### src/rtl/bxs_pkg.sv
// Package: shared phase encoding for the block transfer sequencer.
// Assumes: nothing; types only.
package bxs_pkg;
    typedef enum logic [1:0] {
        PH_IDLE = 2'd0,
        PH_ADDR = 2'd1,
        PH_DATA = 2'd2
    } bxs_phase_e;
endpackage

### src/rtl/bxs_seq_fsm.sv
// Phase controller: decides whether the next bus cycle is idle, address or data.
// Assumes: last_i reports that the current data cycle carries the final word.
module bxs_seq_fsm
    import bxs_pkg::*;
#(
    parameter int CW = 6
) (
    input  logic       clk,
    input  logic       rst_n,
    input  logic       start_i,
    input  logic       mode_i,
    input  logic [CW-1:0] count_i,
    input  logic       last_i,
    output bxs_phase_e phase_o,
    output logic       accept_o,
    output logic       advance_o,
    output logic       reject_o
);
    bxs_phase_e phase_q;
    logic       burst_q;
    logic       reject_q;
    logic       zero_cnt;

    assign zero_cnt  = (count_i == '0);
    assign accept_o  = (phase_q == PH_IDLE) && start_i && !zero_cnt;
    assign advance_o = (phase_q == PH_DATA) && !last_i;
    assign phase_o   = phase_q;
    assign reject_o  = reject_q;

    // Phase sequencing and mode capture.
    always_ff @(posedge clk) begin
        if (!rst_n) begin
            phase_q <= PH_IDLE;
            burst_q <= 1'b0;
        end else begin
            case (phase_q)
                PH_IDLE: if (accept_o) begin
                    phase_q <= PH_ADDR;
                    burst_q <= mode_i;
                end
                PH_ADDR: phase_q <= PH_DATA;
                PH_DATA: begin
                    if (last_i)       phase_q <= PH_IDLE;
                    else if (burst_q) phase_q <= PH_DATA;
                    else              phase_q <= PH_ADDR;
                end
                default: phase_q <= PH_IDLE;
            endcase
        end
    end

    // Zero-count request flag, one cycle after the sampling edge.
    always_ff @(posedge clk) begin
        if (!rst_n) reject_q <= 1'b0;
        else        reject_q <= (phase_q == PH_IDLE) && start_i && zero_cnt;
    end

    // normal mode returns to an address cycle after a non-final word
    p_normal_realign_r3: assert property (@(posedge clk) disable iff (!rst_n)
        (phase_q == PH_DATA && !last_i && !burst_q) |=> (phase_q == PH_ADDR));
    // burst mode stays in data cycles after a non-final word
    p_burst_stream_r4: assert property (@(posedge clk) disable iff (!rst_n)
        (phase_q == PH_DATA && !last_i && burst_q) |=> (phase_q == PH_DATA));
    // a rejected request leaves the sequencer idle
    p_reject_idle_r8: assert property (@(posedge clk) disable iff (!rst_n)
        reject_q |-> (phase_q == PH_IDLE));
    // an address cycle is always followed by a data cycle
    p_addr_then_data_r3: assert property (@(posedge clk) disable iff (!rst_n)
        (phase_q == PH_ADDR) |=> (phase_q == PH_DATA));
endmodule

### src/rtl/bxs_word_track.sv
// Word tracker: holds the current address, current data word and words left.
// Assumes: load_i only while idle; step_i only on a non-final data cycle.
module bxs_word_track #(
    parameter int AW = 16,
    parameter int DW = 16,
    parameter int CW = 6
) (
    input  logic          clk,
    input  logic          rst_n,
    input  logic          load_i,
    input  logic          step_i,
    input  logic [AW-1:0] base_i,
    input  logic [CW-1:0] count_i,
    input  logic [DW-1:0] seed_i,
    output logic [AW-1:0] addr_o,
    output logic [DW-1:0] data_o,
    output logic          last_o
);
    localparam logic [CW-1:0] ONE_WORD = CW'(1);

    logic [AW-1:0] addr_q;
    logic [DW-1:0] data_q;
    logic [CW-1:0] left_q;

    assign addr_o = addr_q;
    assign data_o = data_q;
    assign last_o = (left_q == ONE_WORD);

    // Load on acceptance, advance once per completed non-final word.
    always_ff @(posedge clk) begin
        if (!rst_n) begin
            addr_q <= '0;
            data_q <= '0;
            left_q <= '0;
        end else if (load_i) begin
            addr_q <= base_i;
            data_q <= seed_i;
            left_q <= count_i;
        end else if (step_i) begin
            addr_q <= addr_q + AW'(1);
            data_q <= data_q + DW'(1);
            left_q <= left_q - ONE_WORD;
        end
    end

    // the tracked address steps by one with wrap-around
    p_addr_step_r11: assert property (@(posedge clk) disable iff (!rst_n)
        (step_i && !load_i) |=> (addr_q == $past(addr_q) + AW'(1)));
    // the data word steps by one per word
    p_data_step_r5: assert property (@(posedge clk) disable iff (!rst_n)
        (step_i && !load_i) |=> (data_q == $past(data_q) + DW'(1)));
endmodule

### src/rtl/bxs_bus_drive.sv
// Bus driver: turns the phase and tracked word into strobes and gated buses.
// Assumes: phase_i comes from a register, so all outputs follow registers.
module bxs_bus_drive
    import bxs_pkg::*;
#(
    parameter int AW = 16,
    parameter int DW = 16
) (
    input  bxs_phase_e    phase_i,
    input  logic [AW-1:0] addr_i,
    input  logic [DW-1:0] data_i,
    input  logic          last_i,
    output logic          avld_o,
    output logic [AW-1:0] addr_o,
    output logic          dvld_o,
    output logic [DW-1:0] data_o,
    output logic          done_o,
    output logic          busy_o
);
    // Decode strobes and zero the buses outside their own cycles.
    always_comb begin
        avld_o = (phase_i == PH_ADDR);
        dvld_o = (phase_i == PH_DATA);
        addr_o = avld_o ? addr_i : '0;
        data_o = dvld_o ? data_i : '0;
        done_o = dvld_o && last_i;
        busy_o = (phase_i != PH_IDLE);
    end
endmodule

### src/rtl/bxs_slave_model.sv
// Receiver model: address counter loaded by address cycles, stepped by data cycles.
// Assumes: a data cycle is always preceded by an address cycle for its transfer.
module bxs_slave_model #(
    parameter int AW = 16,
    parameter int DW = 16
) (
    input  logic          clk,
    input  logic          rst_n,
    input  logic          avld_i,
    input  logic [AW-1:0] addr_i,
    input  logic          dvld_i,
    input  logic [DW-1:0] data_i,
    output logic          we_o,
    output logic [AW-1:0] waddr_o,
    output logic [DW-1:0] wdata_o
);
    logic [AW-1:0] ptr_q;

    assign we_o    = dvld_i;
    assign waddr_o = ptr_q;
    assign wdata_o = data_i;

    // Load on address cycles, post-increment after each data cycle.
    always_ff @(posedge clk) begin
        if (!rst_n)      ptr_q <= '0;
        else if (avld_i) ptr_q <= addr_i;
        else if (dvld_i) ptr_q <= ptr_q + AW'(1);
    end

    // counter takes the bus address after an address cycle
    p_slave_load_r10: assert property (@(posedge clk) disable iff (!rst_n)
        avld_i |=> (ptr_q == $past(addr_i)));
    // counter advances after a data cycle
    p_slave_step_r10: assert property (@(posedge clk) disable iff (!rst_n)
        dvld_i |=> (ptr_q == $past(ptr_q) + AW'(1)));
    // strobes are mutually exclusive
    p_strobe_excl_r6: assert property (@(posedge clk) disable iff (!rst_n)
        !(avld_i && dvld_i));
endmodule

### src/rtl/bxs_xfer_top.sv
// Top: block transfer sequencer in normal or burst mode plus receiver model.
// Assumes: request fields are only meaningful on the edge that accepts them.
module bxs_xfer_top
    import bxs_pkg::*;
#(
    parameter int AW = 16,
    parameter int DW = 16,
    parameter int CW = 6
) (
    input  logic          clk,
    input  logic          rst_n,
    input  logic          start_i,
    input  logic          mode_i,
    input  logic [AW-1:0] base_i,
    input  logic [CW-1:0] count_i,
    input  logic [DW-1:0] seed_i,
    output logic          bus_avld_o,
    output logic [AW-1:0] bus_addr_o,
    output logic          bus_dvld_o,
    output logic [DW-1:0] bus_data_o,
    output logic          done_o,
    output logic          reject_o,
    output logic          busy_o,
    output logic          slv_we_o,
    output logic [AW-1:0] slv_waddr_o,
    output logic [DW-1:0] slv_wdata_o
);
    bxs_phase_e    phase;
    logic          accept;
    logic          advance;
    logic          last_word;
    logic [AW-1:0] cur_addr;
    logic [DW-1:0] cur_data;

    bxs_seq_fsm #(.CW(CW)) u_fsm (
        .clk(clk), .rst_n(rst_n), .start_i(start_i), .mode_i(mode_i),
        .count_i(count_i), .last_i(last_word), .phase_o(phase),
        .accept_o(accept), .advance_o(advance), .reject_o(reject_o)
    );

    bxs_word_track #(.AW(AW), .DW(DW), .CW(CW)) u_track (
        .clk(clk), .rst_n(rst_n), .load_i(accept), .step_i(advance),
        .base_i(base_i), .count_i(count_i), .seed_i(seed_i),
        .addr_o(cur_addr), .data_o(cur_data), .last_o(last_word)
    );

    bxs_bus_drive #(.AW(AW), .DW(DW)) u_drive (
        .phase_i(phase), .addr_i(cur_addr), .data_i(cur_data), .last_i(last_word),
        .avld_o(bus_avld_o), .addr_o(bus_addr_o), .dvld_o(bus_dvld_o),
        .data_o(bus_data_o), .done_o(done_o), .busy_o(busy_o)
    );

    bxs_slave_model #(.AW(AW), .DW(DW)) u_slave (
        .clk(clk), .rst_n(rst_n), .avld_i(bus_avld_o), .addr_i(bus_addr_o),
        .dvld_i(bus_dvld_o), .data_i(bus_data_o), .we_o(slv_we_o),
        .waddr_o(slv_waddr_o), .wdata_o(slv_wdata_o)
    );

    // done only ever marks a data cycle
    p_done_on_data_r7: assert property (@(posedge clk) disable iff (!rst_n)
        done_o |-> bus_dvld_o);
    // after done the bus goes idle
    p_done_then_idle_r7: assert property (@(posedge clk) disable iff (!rst_n)
        done_o |=> !busy_o);
    // a start during a transfer does not restart the sequence
    p_busy_ignore_r9: assert property (@(posedge clk) disable iff (!rst_n)
        (busy_o && !done_o) |=> busy_o);
endmodule

### config.mk
export PLATFORM = sky130hd
export DESIGN_NAME = bxs_xfer_top
export DESIGN_NICKNAME = d
export VERILOG_FILES = /design/src/rtl/bxs_pkg.sv /design/src/rtl/bxs_seq_fsm.sv /design/src/rtl/bxs_word_track.sv /design/src/rtl/bxs_bus_drive.sv /design/src/rtl/bxs_slave_model.sv /design/src/rtl/bxs_xfer_top.sv
export SDC_FILE = /design/constraint.sdc
export NUM_CORES = 1
export LEC_CHECK = 0
export ABC_CLOCK_PERIOD_IN_PS = 2100
export BUFFER_PORTS_ARGS = -buffer_cell sky130_fd_sc_hd__buf_2
export CORE_ASPECT_RATIO = 1.4
export CORE_MARGIN = 10
export CORE_UTILIZATION = 47
export CTS_CLUSTER_SIZE = 14
export DETAILED_ROUTE_END_ITERATION = 16
export PLACE_DENSITY = 0.77
export SYNTH_ARGS = -nofsm -noshare
export SYNTH_HDL_FRONTEND = slang
export SYNTH_SLANG_ARGS = --single-unit
export TNS_END_PERCENT = 50
### constraint.sdc
create_clock -name clk -period 2.1 [get_ports clk]
set_clock_uncertainty 0.05 [all_clocks]
set_input_delay 0.315 -clock clk [delete_from_list [all_inputs] [get_ports clk]]
set_output_delay 0.315 -clock clk [all_outputs]
set_load 0.03 [all_outputs]
; ---- Yosys cells after proc, flatten, opt, wreduce, memory -nomap -nowiden
; Index checks and enable logic that the tools add are counted.
[totals]
reg_bits = 58
out_inout_bits = 70
wordCells = 42
inputBits = 42
[op_classes]
eq_ne = 4
n_mux = 14
n_addsub = 4
n_reduce_logical = 13
[op_table]
columns = op, count
row1 = 16-bit two-way mux, 8
row2 = 16-bit by 1-bit adder with 16-bit output (second input constant), 3
row3 = 6-bit two-way mux, 2
row4 = 6-bit by 1-bit == test with 1-bit output (second input constant), 1
row5 = 6-bit logical NOT, 1
row6 = 2-bit two-way mux, 3
row7 = 2-bit case mux with 3 select lines, 1
row8 = 2-bit nonzero test, 3
row9 = 6-bit by 1-bit subtractor with 6-bit output (second input constant), 1
row10 = 1-bit logical AND, 5
row11 = 2-bit by 1-bit == test with 1-bit output (second input constant), 1
row12 = 2-bit == test (second input constant), 1
row13 = 1-bit logical NOT, 2
row14 = 2-bit logical NOT, 1
row15 = 2-bit != test (second input constant), 1
row16 = 2-bit AND reduction, 1

; ---- Depth between registers and ports, before layout
; Gate-level depths: netlist of the first run.
[logic_depth]
ltp_word = 5
ltp_mapped = 8
ltp_nobuf = 6

; ---- Modules after synthesis
; Synthesis of the first run repeated with hierarchy kept, for this count alone.
[unflattened]
hier_cells = 430
hier_area_um2 = 3691.0
[by_module_without_submodules]
columns = mod, cells_per_inst, n_inst, area_per_inst_um2
row1 = bxs_word_track, 251, 1, 2074.5
row2 = bxs_slave_model, 116, 1, 1047.3
row3 = bxs_bus_drive, 42, 1, 376.6
row4 = bxs_seq_fsm, 21, 1, 192.7

; ---- Worst setup path after synthesis of the first run
; Ideal clock, no wire load.
[synth_timing]
path_type = reg-to-output
start = register u_fsm.phase_q[0], in the netlist u_fsm.phase_o[0]
end = output slv_wdata_o[10]
required_time_ns = 1.735
arrival_ns = 2.022
path_stages_with_launch = 8
setup_slack_ns = -0.287
path_cell_list = dfxtp_1 > inv_1 > ha_1 > buf_2 > clkbuf_1 > clkbuf_1 > and2_1 > buf_4
[synth_between]
elab_chain_len = 2
[synth_lines]
columns = item, line
row1 = from (decl), bxs_seq_fsm.sv:19  ; bxs_phase_e phase_q;
row2 = from (signal assigned), bxs_seq_fsm.sv:33  ; phase_q <= PH_IDLE;
row3 = from (signal assigned), bxs_seq_fsm.sv:38  ; phase_q <= PH_ADDR;
row4 = from (signal assigned), bxs_seq_fsm.sv:41  ; PH_ADDR: phase_q <= PH_DATA;
row5 = 2-bit == test, bxs_bus_drive.sv:23  ; dvld_o = (phase_i == PH_DATA);
row6 = via bus_dvld_o, bxs_xfer_top.sv:19  ; output logic bus_dvld_o,
row7 = 16-bit two-way mux, bxs_bus_drive.sv:25  ; data_o = dvld_o ? data_i : '0;
row8 = to (decl), bxs_xfer_top.sv:26  ; output logic [DW-1:0] slv_wdata_o
; The timed path passes the listed nets, and every way through them passes these cells.

; ---- Final worst setup path of the first run
[layout_timing]
start = register u_fsm.phase_q[1], in the netlist u_fsm.phase_o[1]
end = output bus_addr_o[7]
[layout_between]
elab_chain_len = 2
[layout_lines]
columns = item, line
row1 = 2-bit by 1-bit == test with 1-bit output, bxs_bus_drive.sv:22  ; avld_o = (phase_i == PH_ADDR);
row2 = 16-bit two-way mux, bxs_bus_drive.sv:24  ; addr_o = avld_o ? addr_i : '0;
row3 = to (decl), bxs_xfer_top.sv:18  ; output logic [AW-1:0] bus_addr_o,
; Every way passes these cells.

==> key figures, run 1 <==
Pwr
  – Sequential power share: approximately 33%
  – Pwr Density: around 1100 nW/µm²
  – Worst vdd ir: between 400 and 500 µV
  – Internal: a little under 3000 µW
  – Clock share of power: between 20% and 30%
  – Sw Ratio: between 40% and 50%
  – Combinational fraction of design power: between 40% and 50%
  – Net Sw Power: 2170 µW
  – LEAKAGE: 0.00189 µW

Timing
  – Final hold slack: between 0.15 and 0.2 ns
  – Hold Vio Cnt, Final: 0
  – Final TNS setup: 0 ns
  – Final Max Slew Viols: 0
  – Least-Margin Pin Slew: around 0.60 ns
  – Endpoints failing setup: 0
  – Final Worst Setup Slack: 0.0836 ns
  – Fmax: 496 MHz
  – Crit share post-route: around 96%
  – Min Clock Period, post-route: between 2 and 2.5 ns
  – Slew HR: about three fifths

Final layout
  – Fillers: 695
  – Nets: between 600 and 700
  – Commonest cells after routing, fill and taps aside: buf_2, o21ai_0, dfxtp_1, a21oi_1, buf_4
  – Diode count: 0
  – Register area: around 1200 µm²
  – Synth-to-layout area growth: 24.9%
  – Share of layout cells above drive strength 1: a little under a third
  – Design Area, Final: around 4500 µm²
  – Multi-input gate area: 2220 µm²
  – Commonest non-fill, non-tap cell in the layout: buf_2

Setup path
  – Crit end category: primary output
  – CP Class: flip-flop to primary output
  – Worst-path fanout max: 9
  – Worst setup SP type: flip-flop
  – Crit path DAT: around 1.7 ns
  – Required @ worst endpoint: roughly 1.7 ns

Global route
  – Initial antenna violation count: 0
  – First-pass GRT wire length: roughly 17 mm
  – Total Routing Usage GR: roughly 18%
  – Vias in the first global route: 3747
  – Grt ovf: 0
  – Largest net degree at the start of global routing: 67

Route
  – Post-DRT Antenna Nets: 0
  – Met1 WL: 4.32 mm
  – Via count: approximately 3800
  – Via-per-instance ratio: 5.74
  – Top sig layer: met4
  – First drt pass iteration count: 5
  – First-iteration detailed-routing DRC count: 210
  – Drt wl/cell: ~16 µm
  – Drt drc: 0
  – Met3 WL post-DR: 856 µm
  – Routed wire length: ~11 mm
  – Wire length on met2: between 5 and 6 mm

CTS
  – Root Buffer: clkbuf_8
  – CTS Buf Count: 9
  – Clock-pin slew on the worst setup and hold paths: 0.07 ns
  – Worst-Skew Late Latency: approximately 0.33 ns
  – TritonCTS clock tree: done
  – H-tree depth: 3
  – CTS max path bufs: 2
  – # clock sinks: 58

Job
  – Maxcap violations: 0

Worst hold path
  – HP Class: primary input to flip-flop

Placement
  – Dpl hpwl: between 8 and 9 mm
  – RD Place Congestion: around 0.83
  – Post-Place Cell Area: ~4300 µm²
  – Dpl ws: about 0.070 ns
  – Buffers added on ports: ~110

Synthesis
  – Number of flops mapped to enable cells by yosys: 0
  – Post-synth net total: around 510
  – Post-synth top area share: a little under a third
  – YS warnings: 0
  – Synthesized instance count: approximately 460
  – Synth cell types: 48
  – Async S/R FF share, synth: 0%
  – Top FF cell, synth: dfxtp_1
  – Synth top area cells: dfxtp_1, o21ai_0, and2_1, buf_4, a31oi_1
  – Sequential area share after synthesis: a little under a third
  – Synthesized area per cell: roughly 8 µm²
  – Synth area leader: dfxtp_1
  – Post-Syn Area: around 3600 µm²
  – #FFs+latches synth: 58

Die
  – Die Ht: roughly 120 µm
  – Width of the die: 94.4 µm
  – Top-Level Pins: roughly 110
  – Core Box Area: between 7000 and 8000 µm²
  – Die footprint: 11700 µm²
  – Initial core utilization: between 40% and 50%
  – Row cnt: 37

Outcome
  – Outcome: finished clean
## state kept, by name (all words and copies together) (netlist names)
register / cells
u_track.left_q: 6
u_fsm.burst_q: 1
u_track.addr_o: 16
u_fsm.phase_o: 2
u_slave.waddr_o: 16
u_fsm.reject_o: 1
u_track.data_o: 16
## worst max-delay path: stages, from the launching register on
cell and delay [ns]:
dfxtp_1 0.36, inv_1 0.16, ha_4 0.20, inv_1 0.15, nor2_1 0.21, buf_2 0.24
## area by class of cell
cell class,count,area share (%)
Tap cell,97,2.67
Multi-Input combinational cell,344,49.0
Timing Repair Buffer,139,17.1
Inverter,14,1.16
Clock buffer,13,3.72
Clock inverter,2,0.771
Sequential cell,58,25.6
## timing repair
| action | 4_1_cts | 5_1_grt |
|---|---|---|
| hold buffers | 0 | 0 |
| gates resized for setup | 1 | 7 |
| endpoints found under the hold margin | 0 | 0 |
| setup endpoints to repair | 6 | 25 |
| pin swaps | 0 | 1 |
| buffers inserted | 0 | 2 |
## path summary, 6_finish.rpt
path / from / end / cells after the start / slack [ns]
setup / recovery: u_fsm.phase_o[1]$_SDFFE_PN0P_ / bus_addr_o[7] / 5 / 0.08
hold / removal: count_i[5] / u_fsm.reject_o$_SDFF_PN0_ / 2 / 0.18
setup reg to reg: u_fsm.phase_o[0]$_SDFFE_PN0P_ / u_track.data_o[10]$_SDFFE_PN0P_ / 6 / 0.14
hold reg to reg: u_track.data_o[15]$_SDFFE_PN0P_ / u_track.data_o[15]$_SDFFE_PN0P_ / 2 / 0.46
## metrics by stage
| step | total power (µW) | utilization [%] | cells |
|---|---|---|---|
| after floorplan | 3270 | - | 462 |
| after global placement | 3890 | 57.6 | 650 |
| after detailed placement | 3970 | 57.6 | 650 |
| after CTS | 5050 | 60.4 | 665 |
| after global routing | 5390 | 61.0 | 667 |
| final | 5070 | 61.0 | 667 |
## power groups by stage
| stage | Combinational [µW] | Sequential (µW) | Clock (µW) |
|---|---|---|---|
| 2_1_floorplan | 1540 | 1720 | 0 |
| 3_3_place_gp | 2220 | 1670 | 0 |
| 3_5_place_dp | 2290 | 1690 | 0 |
| 4_1_cts | 2300 | 1670 | 1080 |
| 5_1_grt | 2540 | 1720 | 1130 |
| 6_report | 2320 | 1680 | 1070 |
## cells by family (layout without fill, tap and decap cells)
kind of cell,after synthesis,count (layout),share of synthesized area [%]
simple gates,155,155,24.3
compound gates,155,155,25.6
xor+xnor,13,13,3.13
mux,12,12,3.34
fa+ha+maj,9,9,3.09
buf+inv,60,168,8.63
flops,58,58,31.9
## Yosys cell counts, drive strengths merged (10+ instances only)
library cell,number
or4,13
nand4,10
clkbuf,15
a31oi,25
nand3,14
nand2,22
o21ai,61
nor2,17
and2,32
buf,31
mux2i,11
a21oi,28
or3,10
o31ai,12
inv,14
dfxtp,58
## metal layers
layer	up-vias	GRT usage, %
li1	1910	-
met3	11	5.06
met2	135	32.0
met4	0	6.10
met1	1773	19.1
met5	-	0
(Power assumes the default switching activity.)
==> inputs of run 2 (changes only) <==
--- a/config.mk
+++ b/config.mk
@@ -9,11 +9,13 @@
 export BUFFER_PORTS_ARGS = -buffer_cell sky130_fd_sc_hd__buf_2
 export CORE_ASPECT_RATIO = 1.4
 export CORE_MARGIN = 10
-export CORE_UTILIZATION = 47
+export CORE_UTILIZATION = 48
+export CTS_BUF_LIST = sky130_fd_sc_hd__clkbuf_8
 export CTS_CLUSTER_SIZE = 14
 export DETAILED_ROUTE_END_ITERATION = 16
-export PLACE_DENSITY = 0.77
+export PLACE_DENSITY = 0.78
 export SYNTH_ARGS = -nofsm -noshare
 export SYNTH_HDL_FRONTEND = slang
+export SYNTH_HIERARCHICAL = 1
 export SYNTH_SLANG_ARGS = --single-unit
 export TNS_END_PERCENT = 50
==> key figures, run 2 <==
Outcome
  – Outcome: finished clean

Synthesis
  – Synth top area cells: dfxtp_1, and3b_1, xnor2_1, o21ai_0, a21oi_1
  – Largest family of logic cells by synthesized area: simple AND/OR/NAND/NOR gates
  – Synth area leader: dfxtp_1
  – Sequential area share after synthesis: 31.5% (-0.45 points)
  – Post-synth top area share: 31.5% (-0.45 points)
  – XOR/XNOR Fraction of Synth Area: 9.97% (+6.8 points)
  – Post-synth net total: 477 (-7.0%)
  – Top-count cell post-synth: dfxtp_1
  – Compound-Gate Fraction of Synth Area: 15.1% (-11 points)
  – Simple-gate share of the synthesized area: 30.9% (+6.7 points)
  – Top FF cell, synth: dfxtp_1
  – Synth cell types: 51 (+6.3%)
  – #FFs+latches synth: 58 (unchanged)
  – YS warnings: 6 (+6)
  – Synth Area in Adders: 1.69% (-1.4 points)
  – Synthesized area per cell: 8.58 µm² (+9.0%)
  – Number of flops mapped to enable cells by yosys: 0 (unchanged)
  – Post-Syn Area: 3690 µm² (+1.4%)
  – Multiplexer area fraction after synthesis: 1.66% (-1.7 points)
  – Async S/R FF share, synth: 0% (unchanged)
  – Post-synth top cells: dfxtp_1, o21ai_0, and3b_1, xnor2_1, nand2_1
  – Synthesized instance count: 430 (-6.9%)

Setup path
  – Worst-path fanout max: 5 (-4)
  – Worst setup SP type: flip-flop
  – CP Class: flip-flop to flip-flop
  – Worst reg2reg startpoint: u_track/left_q[1]$_SDFFE_PN0P_
  – Reg2reg path depth: 9 (+3)
  – Crit end category: flip-flop
  – Crit path DAT: 2.26 ns (+0.61 ns)
  – Required @ worst endpoint: 2.27 ns (+0.53 ns)
  – CP startpoint: u_track/left_q[1]$_SDFFE_PN0P_

Route
  – Drt wl/cell: 16.2 µm (+1.4%)
  – First-iteration detailed-routing DRC count: 189 (-10%)
  – Via count: 3486 (-9.0%)
  – Drt drc: 0 (unchanged)
  – Via-per-instance ratio: 5.47 (-4.7%)
  – Post-DRT Antenna Nets: 0 (unchanged)
  – Routed wire length: 10.4 mm (-3.2%)
  – First drt pass iteration count: 4 (-1)

Final layout
  – Commonest non-fill, non-tap cell in the layout: buf_2
  – Fillers: 640 (-7.9%)
  – Nets: 582 (-5.7%)
  – Commonest cells after routing, fill and taps aside: buf_2, dfxtp_1, o21ai_0, and3b_1, xnor2_1
  – Share of layout cells above drive strength 1: 34.6% (+3.4 points)
  – Multi-input gate area: 2320 µm² (+4.4%)
  – Diode count: 0 (unchanged)
  – Register area: 1160 µm² (unchanged)
  – Synth-to-layout area growth: 27.0%
  – Design Area, Final: 4690 µm² (+3.2%)

Die
  – Die Ht: 124 µm (-0.28%)
  – Initial core utilization: 49.8% (+1.0 points)
  – Width of the die: 94.1 µm (-0.26%)
  – Core Box Area: 7410 µm² (-0.62%)
  – Top-Level Pins: 112 (unchanged)
  – Row cnt: 37 (unchanged)
  – Die footprint: 11600 µm² (-0.55%)

CTS
  – Worst-Skew Late Latency: 0.33 ns (about the same)
  – Root Buffer: clkbuf_8
  – CTS Buf Count: 9 (unchanged)
  – Hold_buf cts: 0 (unchanged)
  – TritonCTS clock tree: done
  – Clock-pin slew on the worst setup and hold paths: 0.07 ns (about the same)
  – H-tree depth: 3 (unchanged)
  – CTS max path bufs: 2 (unchanged)
  – # clock sinks: 58 (unchanged)

Global route
  – Initial antenna violation count: 0 (unchanged)
  – Grt ovf: 0 (unchanged)
  – Vias in the first global route: 3579 (-4.5%)
  – Total Routing Usage GR: 17.0% (-0.73 points)
  – Largest net degree at the start of global routing: 44 (-34%)
  – First-pass GRT wire length: 16.3 mm (-5.0%)

Placement
  – Dpl hpwl: 7.69 mm (-6.1%)
  – Buffers added on ports: 111 (unchanged)
  – RD Place Congestion: 0.915 (+11%)
  – Post-Place Cell Area: 4320 µm² (+0.50%)

Timing
  – Least-Margin Pin Slew: 0.792 ns (+0.189 ns)
  – Slew HR: 47.1% (-12 points)
  – Min Clock Period, post-route: 2.09 ns (+0.0710 ns)
  – Hold Vio Cnt, Final: 0 (unchanged)
  – Unrepaired setup endpoints after global routing: yes
  – Final Max Slew Viols: 0 (unchanged)
  – Endpoints failing setup: 0 (unchanged)
  – Final TNS setup: 0 ns (unchanged)
  – Crit share post-route: 99.4% (+3.4 points)
  – Fmax: 479 MHz (-3.4%)

Job
  – Maxcap violations: 0 (unchanged)

Pwr
  – Sw Ratio: 29.5% (-13 points)
  – Internal: 2260 µW (-22%)
  – Pwr Density: 684 nW/µm² (-39%)
  – LEAKAGE: 0.00212 µW (+12%)
  – Clock share of power: 37.9% (+17 points)
  – Net Sw Power: 947 µW (-56%)
  – Sequential power share: 41.7% (+8.5 points)
  – Tot Pwr: 3210 µW (-37%)
  – Combinational fraction of design power: 20.5% (-25 points)
  – Worst vdd ir: 510 µV (+3.1%)

Worst hold path
  – HP Class: primary input to flip-flop
  – Hold path start: count_i[0]
  – Hold Path Stages: 2 (unchanged)
==> run 2: cell count changes after synthesis, sizes merged, moves of 10 or more <==
cell   before  now
and3b       0   33
xnor2       6   32
a31oi      25    2
and2       32   11
o21ai      61   44
o31ai      12    1
or4        13    2
nor4        7   17
==> run 2: per-stage QoR <==
stage | utilization [%] | hold WS, ns | cells | setup slack (ns)
finish | 63.3 | 0.153 | 637 | 0.0126
global route | 63.3 | 0.147 | 637 | -0.0761
CTS | 61.6 | 0.133 | 636 | -0.0320
detailed placement | 58.3 | 0.425 | 620 | -0.0804
global placement | 58.3 | 0.419 | 620 | 0.0210
floorplan | - | 0.340 | 430 | -0.0113
==> run 2: power groups by stage <==
stage / clock (µW) / sequential (µW) / combinational [µW]
2_1_floorplan: 0 / 1380 / 395
3_3_place_gp: 0 / 1340 / 622
3_5_place_dp: 0 / 1350 / 638
4_1_cts: 1240 / 1330 / 642
5_1_grt: 1280 / 1350 / 724
6_report: 1210 / 1340 / 656
==> run 2: final cells by class <==
cell class,count,area share (%)
inverters,14,1.12
multi-input cells,315,49.6
clock inverters,7,2.32
repair buffers,137,17.0
clock buffers,9,2.64
flip-flops and latches,58,24.8
well taps,97,2.59
==> run 2: final timing paths <==
check	endpoint	slack (ns)
max	u_track/data_o[15]$_SDFFE_PN0P_	0.01
min	u_fsm/reject_o$_SDFF_PN0_	0.15
max reg2reg	u_track/data_o[15]$_SDFFE_PN0P_	0.01
min reg2reg	u_fsm/burst_q$_SDFFE_PN0P_	0.44
==> run 2: timing repair <==
action	in CTS	in global routing
endpoints found under the hold margin	0	0
cloned	0	1
gates resized for setup	2	25
buffers inserted	0	1
pin swaps	0	7
setup endpoints to repair	4	23
==> run 2: logic make-up (layout without fill, tap and decap cells) <==
group	Yosys count	count (layout)
mux	6	6
buf+inv	57	167
fa+ha+maj	5	5
compound gates	95	95
xor+xnor	42	42
simple gates	167	167
flops	58	58
==> run 2: routing by layer <==
metal	GRT usage [%]	vias up	part of all wire, %
met5	0	-	0
met4	7.71	0	2.6
met3	4.33	23	6.6
met2	30.7	117	50
met1	17.9	1608	40
li1	-	1738	-
==> run 2: critical path, cell delays in order (launching register included) <==
cell and delay, ns:
dfxtp_2 0.34, inv_2 0.05, ha_4 0.14, nor4bb_4 0.16, nor3_4 0.27, buf_6 0.17
nand3_4 0.08, nor4_4 0.26, a41oi_2 0.15, o311a_1 0.31
